<file path="config.mk">
export PLATFORM = sky130hd
export DESIGN_NAME = rx_char_fifo
export DESIGN_NICKNAME = d
export VERILOG_FILES = /design/src/rtl/rx_char_fifo.sv
export SDC_FILE = /design/constraint.sdc
export NUM_CORES = 1
export LEC_CHECK = 0
export BUFFER_PORTS_ARGS = -buffer_cell sky130_fd_sc_hd__buf_2
export CORE_MARGIN = 3
export CORE_UTILIZATION = 56
export DETAILED_ROUTE_END_ITERATION = 7
export PLACE_DENSITY_LB_ADDON = 0.25
export SETUP_SLACK_MARGIN = 0.4
export SLEW_MARGIN = 20
export SYNTH_ARGS = -nofsm -noshare
export SYNTH_HDL_FRONTEND = slang
export SYNTH_SLANG_ARGS = --single-unit
</file>
<file path="constraint.sdc">
create_clock -name clk -period 3.95 [get_ports clk]
set_input_delay 0.79 -clock clk [delete_from_list [all_inputs] [get_ports clk]]
set_output_delay 0.79 -clock clk [all_outputs]
set_load 0.01 [all_outputs]
</file>
<file path="src/rtl/rx_char_fifo.sv">
module rx_char_fifo #(
  parameter int DATA_W     = 8,
  parameter int DEPTH      = 8,
  parameter int TRIG_LEVEL = 4,
  parameter int CNT_W      = $clog2(DEPTH + 1)
) (
  input  logic              clk,
  input  logic              rst_n,
  input  logic              wr_en,
  input  logic [DATA_W-1:0] wr_data,
  input  logic              wr_perr,
  input  logic              wr_ferr,
  input  logic              rd_en,
  output logic [DATA_W-1:0] rd_data,
  output logic              rd_perr,
  output logic              rd_ferr,
  input  logic              quad_mode,
  input  logic              irq_en,
  input  logic              dma_en,
  input  logic              ovr_clr,
  output logic              char_avail,
  output logic              irq_req,
  output logic              dma_req,
  output logic              overrun,
  output logic [CNT_W-1:0]  fill
);
  localparam int AW = (DEPTH > 1) ? $clog2(DEPTH) : 1;
  localparam int EW = DATA_W + 2;
  localparam logic [AW-1:0]    LAST  = AW'(DEPTH - 1);
  localparam logic [CNT_W-1:0] FULLV = CNT_W'(DEPTH);
  localparam logic [CNT_W-1:0] TRIGV = CNT_W'(TRIG_LEVEL);

  logic [EW-1:0]    mem [DEPTH];
  logic [AW-1:0]    wptr, rptr, wptr_prev;
  logic [CNT_W-1:0] count;
  logic             full, empty, pop, push, clobber, hit;

  function automatic logic [AW-1:0] bump(input logic [AW-1:0] p);
    return (p == LAST) ? '0 : p + 1'b1;
  endfunction

  assign full      = (count == FULLV);
  assign empty     = (count == '0);
  assign pop       = rd_en && !empty;
  assign push      = wr_en && (!full || pop);
  assign clobber   = wr_en && full && !pop;
  assign wptr_prev = (wptr == '0) ? LAST : wptr - 1'b1;

  always_ff @(posedge clk) begin
    if (!rst_n) begin
      for (int i = 0; i < DEPTH; i++) mem[i] <= '0;
    end else if (push) begin
      mem[wptr] <= {wr_perr, wr_ferr, wr_data};
    end else if (clobber) begin
      mem[wptr_prev] <= {wr_perr, wr_ferr, wr_data};
    end
  end

  always_ff @(posedge clk) begin
    if (!rst_n) begin
      wptr    <= '0;
      rptr    <= '0;
      count   <= '0;
      overrun <= 1'b0;
    end else begin
      if (push) wptr <= bump(wptr);
      if (pop)  rptr <= bump(rptr);
      if (push && !pop)      count <= count + 1'b1;
      else if (pop && !push) count <= count - 1'b1;
      if (clobber)      overrun <= 1'b1;
      else if (ovr_clr) overrun <= 1'b0;
    end
  end

  assign {rd_perr, rd_ferr, rd_data} = mem[rptr];
  assign hit        = quad_mode ? (count >= TRIGV) : !empty;
  assign char_avail = !empty;
  assign irq_req    = irq_en && hit;
  assign dma_req    = dma_en && hit;
  assign fill       = count;


  ovr_set_chk: assert property (@(posedge clk) disable iff (!rst_n)
    wr_en && !rd_en && fill == FULLV |=> overrun && fill == FULLV);


  ovr_hold_chk: assert property (@(posedge clk) disable iff (!rst_n)
    overrun && !ovr_clr |=> overrun);


  full_rdwr_chk: assert property (@(posedge clk) disable iff (!rst_n)
    wr_en && rd_en && fill == FULLV && !overrun |=> !overrun && fill == FULLV);


  empty_rd_chk: assert property (@(posedge clk) disable iff (!rst_n)
    rd_en && !wr_en && fill == '0 |=> fill == '0);


  fill_max_chk: assert property (@(posedge clk) disable iff (!rst_n)
    fill <= FULLV);


  quad_gate_chk: assert property (@(posedge clk) disable iff (!rst_n)
    quad_mode && fill < TRIGV |-> !irq_req && !dma_req);


  irq_mask_chk: assert property (@(posedge clk) disable iff (!rst_n)
    !irq_en |-> !irq_req);


  dma_mask_chk: assert property (@(posedge clk) disable iff (!rst_n)
    !dma_en |-> !dma_req);
endmodule

</file>
== After elaboration in Yosys (flattened, before gate mapping) ==
Memory sizes are Yosys's and may differ from the RTL's. A register that Yosys moved wholly into a read port is not among the register bits.
Index checks and enable logic that the tools add are counted.
Storage, ports and cells
  register bits after elaboration: 11
  RAM bits: 80
  input port bits: 18
  output and inout port bits: 18
  memories: 1
Memory list
  mem: depth 8, width 10, read ports 1, clocked after memory_dff 1, wr ports 8, RTL line 33  | logic [EW-1:0] mem [DEPTH];
Cells by class
  $add $sub $neg: 5
  $lt $le $gt $ge: 1
  equal/unequal tests: 3
  multiplexer cells: 24
  reduce and logical (&&, ||, !) cells: 19
Operators with widths (count)
  2-to-1 mux 3 bit: 7
  2-to-1 mux 10 bit: 2
  OR reduction 10 bit: 2
  2-to-1 mux 1 bit: 13
  logical AND 1 bit: 8
  2-to-1 mux 4 bit: 2
  adder 3 x 1 -> 3 bit, second input constant: 2
  == test 3 bit, second input constant: 2
  adder 4 x 1 -> 4 bit, second input constant: 1
  == test 4 bit, second input constant: 1
  greater-or-equal comparator 4 x 3 -> 1 bit, second input constant: 1
  zero test 1 bit: 4
  zero test 4 bit: 1
  nonzero test 2 bit: 2
  subtractor 4 x 1 -> 4 bit, second input constant: 1
  zero test 3 bit: 1
  subtractor 3 x 1 -> 3 bit, second input constant: 1
  logical OR 1 bit: 1

== Depth between registers and ports, before layout ==
  depth after elaboration: 11
  gate-level depth with buffers: 12
  depth with buffers taken out: 10

== Worst setup path after synthesis ==
No wires, ideal clock.
  kind: register to register
  start point: register wptr[0]
  end point: memory mem[0][0] (netlist bit) (enable)
  setup time: 0.380 ns
  data arrival time: 2.700 ns
  required time: 3.570 ns
  setup slack: 0.869 ns
  stages on the path, launching flop included: 9
  buffers on the path: 2
  clock period less this slack: 3.081 ns
  path through: dfxtp_1 -> clkbuf_1 -> inv_1 -> ha_1 -> or4b_2 -> nor3_1 -> a211oi_2 -> buf_2 -> a21oi_1
RTL lines
  start, declared: RTL line 34  | logic [AW-1:0] wptr, rptr, wptr_prev;
  start signal, assigned: RTL line 66  | if (push) wptr <= bump(wptr);
  end, declared: RTL line 33

== Worst setup path after layout ==
  start point: register count[0] (netlist: fill[0])
  end point: register count[3] (netlist: fill[3])
Between the ends
  word-level cells in the longest chain between the ends: 8
Ends and longest elaborated chain
  start, declared: RTL line 35  | logic [CNT_W-1:0] count;
  start signal, assigned: RTL line 68  | if (push && !pop) count <= count + 1'b1;
  start signal, assigned: RTL line 69  | else if (pop && !push) count <= count - 1'b1;
  zero test 4 bit: RTL line 43  | assign empty = (count == '0);
  zero test 1 bit: RTL line 44  | assign pop = rd_en && !empty;
  logical AND 1 bit: RTL line 44
  logical OR 1 bit (*): RTL line 45  | assign push = wr_en && (!full || pop);
  logical AND 1 bit (*): RTL line 45
  net push: RTL line 36  | logic full, empty, pop, push, clobber, hit;
  zero test 1 bit: RTL line 69
  logical AND 1 bit: RTL line 69
  nonzero test 2 bit (no source line)
The timed path passes the listed nets; every way through them passes the cells marked *. The select of a mux whose other input is x is not followed.
A chain may end at the register's enable or synchronous reset.

==> impl_metrics.tcl <==
set metrics [dict create \
    outcome "finished, final reports clean" \
    synth_area_um2 4720 \
    wl_met2_um 5050 \
    swShare_pct 30.5 \
    path_class "reg2reg" \
    cp-end-kind "register" \
    drt_wl_total_um 9850 \
    power_switching_uw 874 \
    routedLengthMet1_um 4220 \
    die_x_um 97.8 \
    dr.max_layer_used "met4" \
    path_clk_slew_ns 0.09 \
    max-cap-violations 0 \
    wl_per_cell_um 20.4 \
    via_per_inst 6.17 \
    core.rowCount 32 \
    combinationalPowerShare_pct 28.2 \
    setup_tns_ns 0 \
    wl_met3_um 484 \
    cts_max_path_buffers 2 \
    place.gp.congestion 0.786 \
    fin_cells 482 \
    vias 2974 \
    htree_levels 3 \
    overflow 0 \
    cts_setup_buffers 0 \
    start_util_pct 59.3 \
    path_max_fanout 15 \
    synth_ff_type "edfxtp_1" \
    slew_headroom_pct 32.2 \
    clockPowerShare_pct 26.7 \
    final_hold_viol_count 0 \
    cts_root_buf "clkbuf_8" \
    skew_ns 0.00928 \
    clock.fmax_ghz 0.314 \
    yosysTopAreaCell "edfxtp_1" \
    grt_pass1_wl_um 16200 \
    seqPwrFrac_pct 45.1 \
    dieArea_um2 9570 \
    cp-start-kind "register" \
    grt_usage_pct 21.7 \
    die-height_um 97.8 \
    post-route-min-period_ns 3.18 \
    rsz0062_at_grt "false" \
    drive_gt1_share_pct 33.7 \
    io_buffers 35 \
    hold_class "reg2reg" \
    leakage_nw 1.74 \
    synth_fp_nets 375 \
    ios 36 \
    grt_pass1_vias 3016 \
    clk_latency_ns 0.36 \
    placed_cells 466 \
    route.detailed.drc 0 \
    antenna_found_initial 0 \
    setup_viol 0 \
    yosysMostFrequentCell "edfxtp_1" \
    synth.area.top_cells "edfxtp_1, mux4_2, nor3_1" \
    ys_top_cells_by_count "edfxtp_1, nor3_1, mux4_2, nand2_1, nor3_2" \
    cp.required_ns 4.24 \
    p_per_area_nw_per_um2 551 \
    internal-power_mw 1.99 \
    cts.sinks 94 \
    irDropWorstVdd_mv 0.359 \
    yosys_warnings 0 \
    core_area_um2 7970 \
    n_antenna_cell 0 \
    drv_slew 0 \
    cts_tree "done" \
    fin_nets 403 \
    arrival_ns 3.47 \
    dp_hpwl_um 6510 \
    cts_buffers 9 \
    grt_max_degree 41 \
    synthToLayoutAreaGrowth_pct 10.1 \
    ys_seq_area_share_pct 56.8 \
    worst_pin_slew_ns 1.02 \
    ys_async_sr_fraction_pct 0 \
    postSynthAreaPerCell_um2 13.6 \
    first_pass_iters 5 \
    synth-edff-count 80 \
    fin_crit_sh_pct 80.6 \
    postRouteAntennaNets 0 \
    p_total_mw 2.86 \
    netlist_instances 347 \
    synth.top_cell.area_share_pct 50.9 \
    ys_ff_latch 94 \
    yosys.cell_types.count 45 \
    holdWs_ns 0.492 \
    drt_iter0_drc 242 \
]
==> per-stage QoR <==
stage | setup slack, ns | instance area, um^2 | utilization (%)
after CTS | 0.627 | 5200 | 65.2
final | 0.767 | 5200 | 65.2
after global placement | 0.804 | 4960 | 62.2
after floorplan | 0.869 | 4720 | -
after global routing | 0.510 | 5200 | 65.2
after detailed placement | 0.660 | 4960 | 62.2
==> worst paths after layout <==
path | slack (ns) | depth (start not counted) | startpoint | to
max reg2reg | 0.77 | 10 | fill[0] | fill[3]
min | 0.49 | 2 | rptr[1] | register
max | 0.77 | 10 | fill[0] | fill[3]
min reg2reg | 0.49 | 2 | rptr[1] | register
==> area by class of cell <==
| class | instances | area, um^2 |
|---|---|---|
| Inverter | 8 | 30.0 |
| Tap cell | 102 | 128 |
| Sequential cell | 94 | 2680 |
| Fill cell | 584 | 2770 |
| Clock inverter | 7 | 118 |
| Multi-Input combinational cell | 215 | 1850 |
| Timing Repair Buffer | 47 | 265 |
| Clock buffer | 9 | 124 |
==> per-layer routing <==
metal  up-vias  global-route usage, %
met2        95                   36.8
met1      1476                   29.1
li1       1394                      -
met5         -                      0
met3         9                   3.71
met4         0                   5.75
==> cells in the final DEF, fill, tap and decap left out, types with 2 or more instances in the layout <==
master / synthesis / routed
mux2i_1: 3 / 2
nor3_2: 20 / 20
inv_6: 0 / 2
buf_2: 14 / 35
or4_1: 2 / 2
mux2_2: 11 / 11
dfxtp_1: 14 / 14
clkinv_2: 0 / 2
nand3_1: 5 / 5
nor3_1: 64 / 64
nand2_1: 20 / 20
bufinv_16: 0 / 3
clkbuf_8: 0 / 9
o21ai_0: 3 / 2
ha_1: 9 / 9
mux4_2: 20 / 20
or3_1: 2 / 2
and2_1: 2 / 2
a31oi_1: 2 / 2
a21oi_1: 16 / 16
nor2_1: 9 / 9
inv_1: 8 / 8
buf_4: 1 / 12
a211oi_2: 3 / 2
nor4_2: 2 / 2
nand2b_1: 3 / 3
edfxtp_1: 80 / 80
==> cells by family (layout without fill, tap and decap cells) <==
family / after synthesis / in the layout / share of synthesized area (%)
AO/OA/AOI/OAI: 34 / 34 / 5.70
XOR/XNOR: 2 / 2 / 0.371
adder cells (fa/ha/maj): 10 / 10 / 2.81
buffers and inverters: 38 / 71 / 4.42
flip-flops: 94 / 94 / 56.8
multiplexers: 34 / 34 / 12.8
AND/OR/NAND/NOR: 135 / 135 / 17.1
==> sequential cells by signal, summed over array words and instances, names as in the netlist, named ones only <==
| register | cells |
|---|---|
| fill | 4 |
| mem | 80 |
| overrun | 1 |
| rptr | 3 |
| wptr | 3 |
==> critical path, cell delays in order, from the launching register on <==
cell      delay [ns]
dfxtp_1         0.40
or4b_1          0.88
o21ai_1         0.44
inv_1           0.09
ha_1            0.22
inv_1           0.13
ha_1            0.29
a21oi_1         0.20
a211oi_1        0.10
a31oi_1         0.18
mux2i_1         0.19
==> power groups by stage <==
stage	logic, mW	registers (mW)	clock network, mW
3_3_place_gp	0.805	1.30	0
4_1_cts	0.817	1.29	0.769
2_1_floorplan	0.609	1.28	0
6_report	0.808	1.29	0.764
5_1_grt	0.880	1.31	0.816
3_5_place_dp	0.813	1.32	0
==> repair_timing <==
item | in CTS | in global routing
gates resized for setup | 0 | 1
hold buffers | 0 | 0
setup endpoints to repair | 0 | 1
Note: power is estimated with default switching activity, not from simulation.
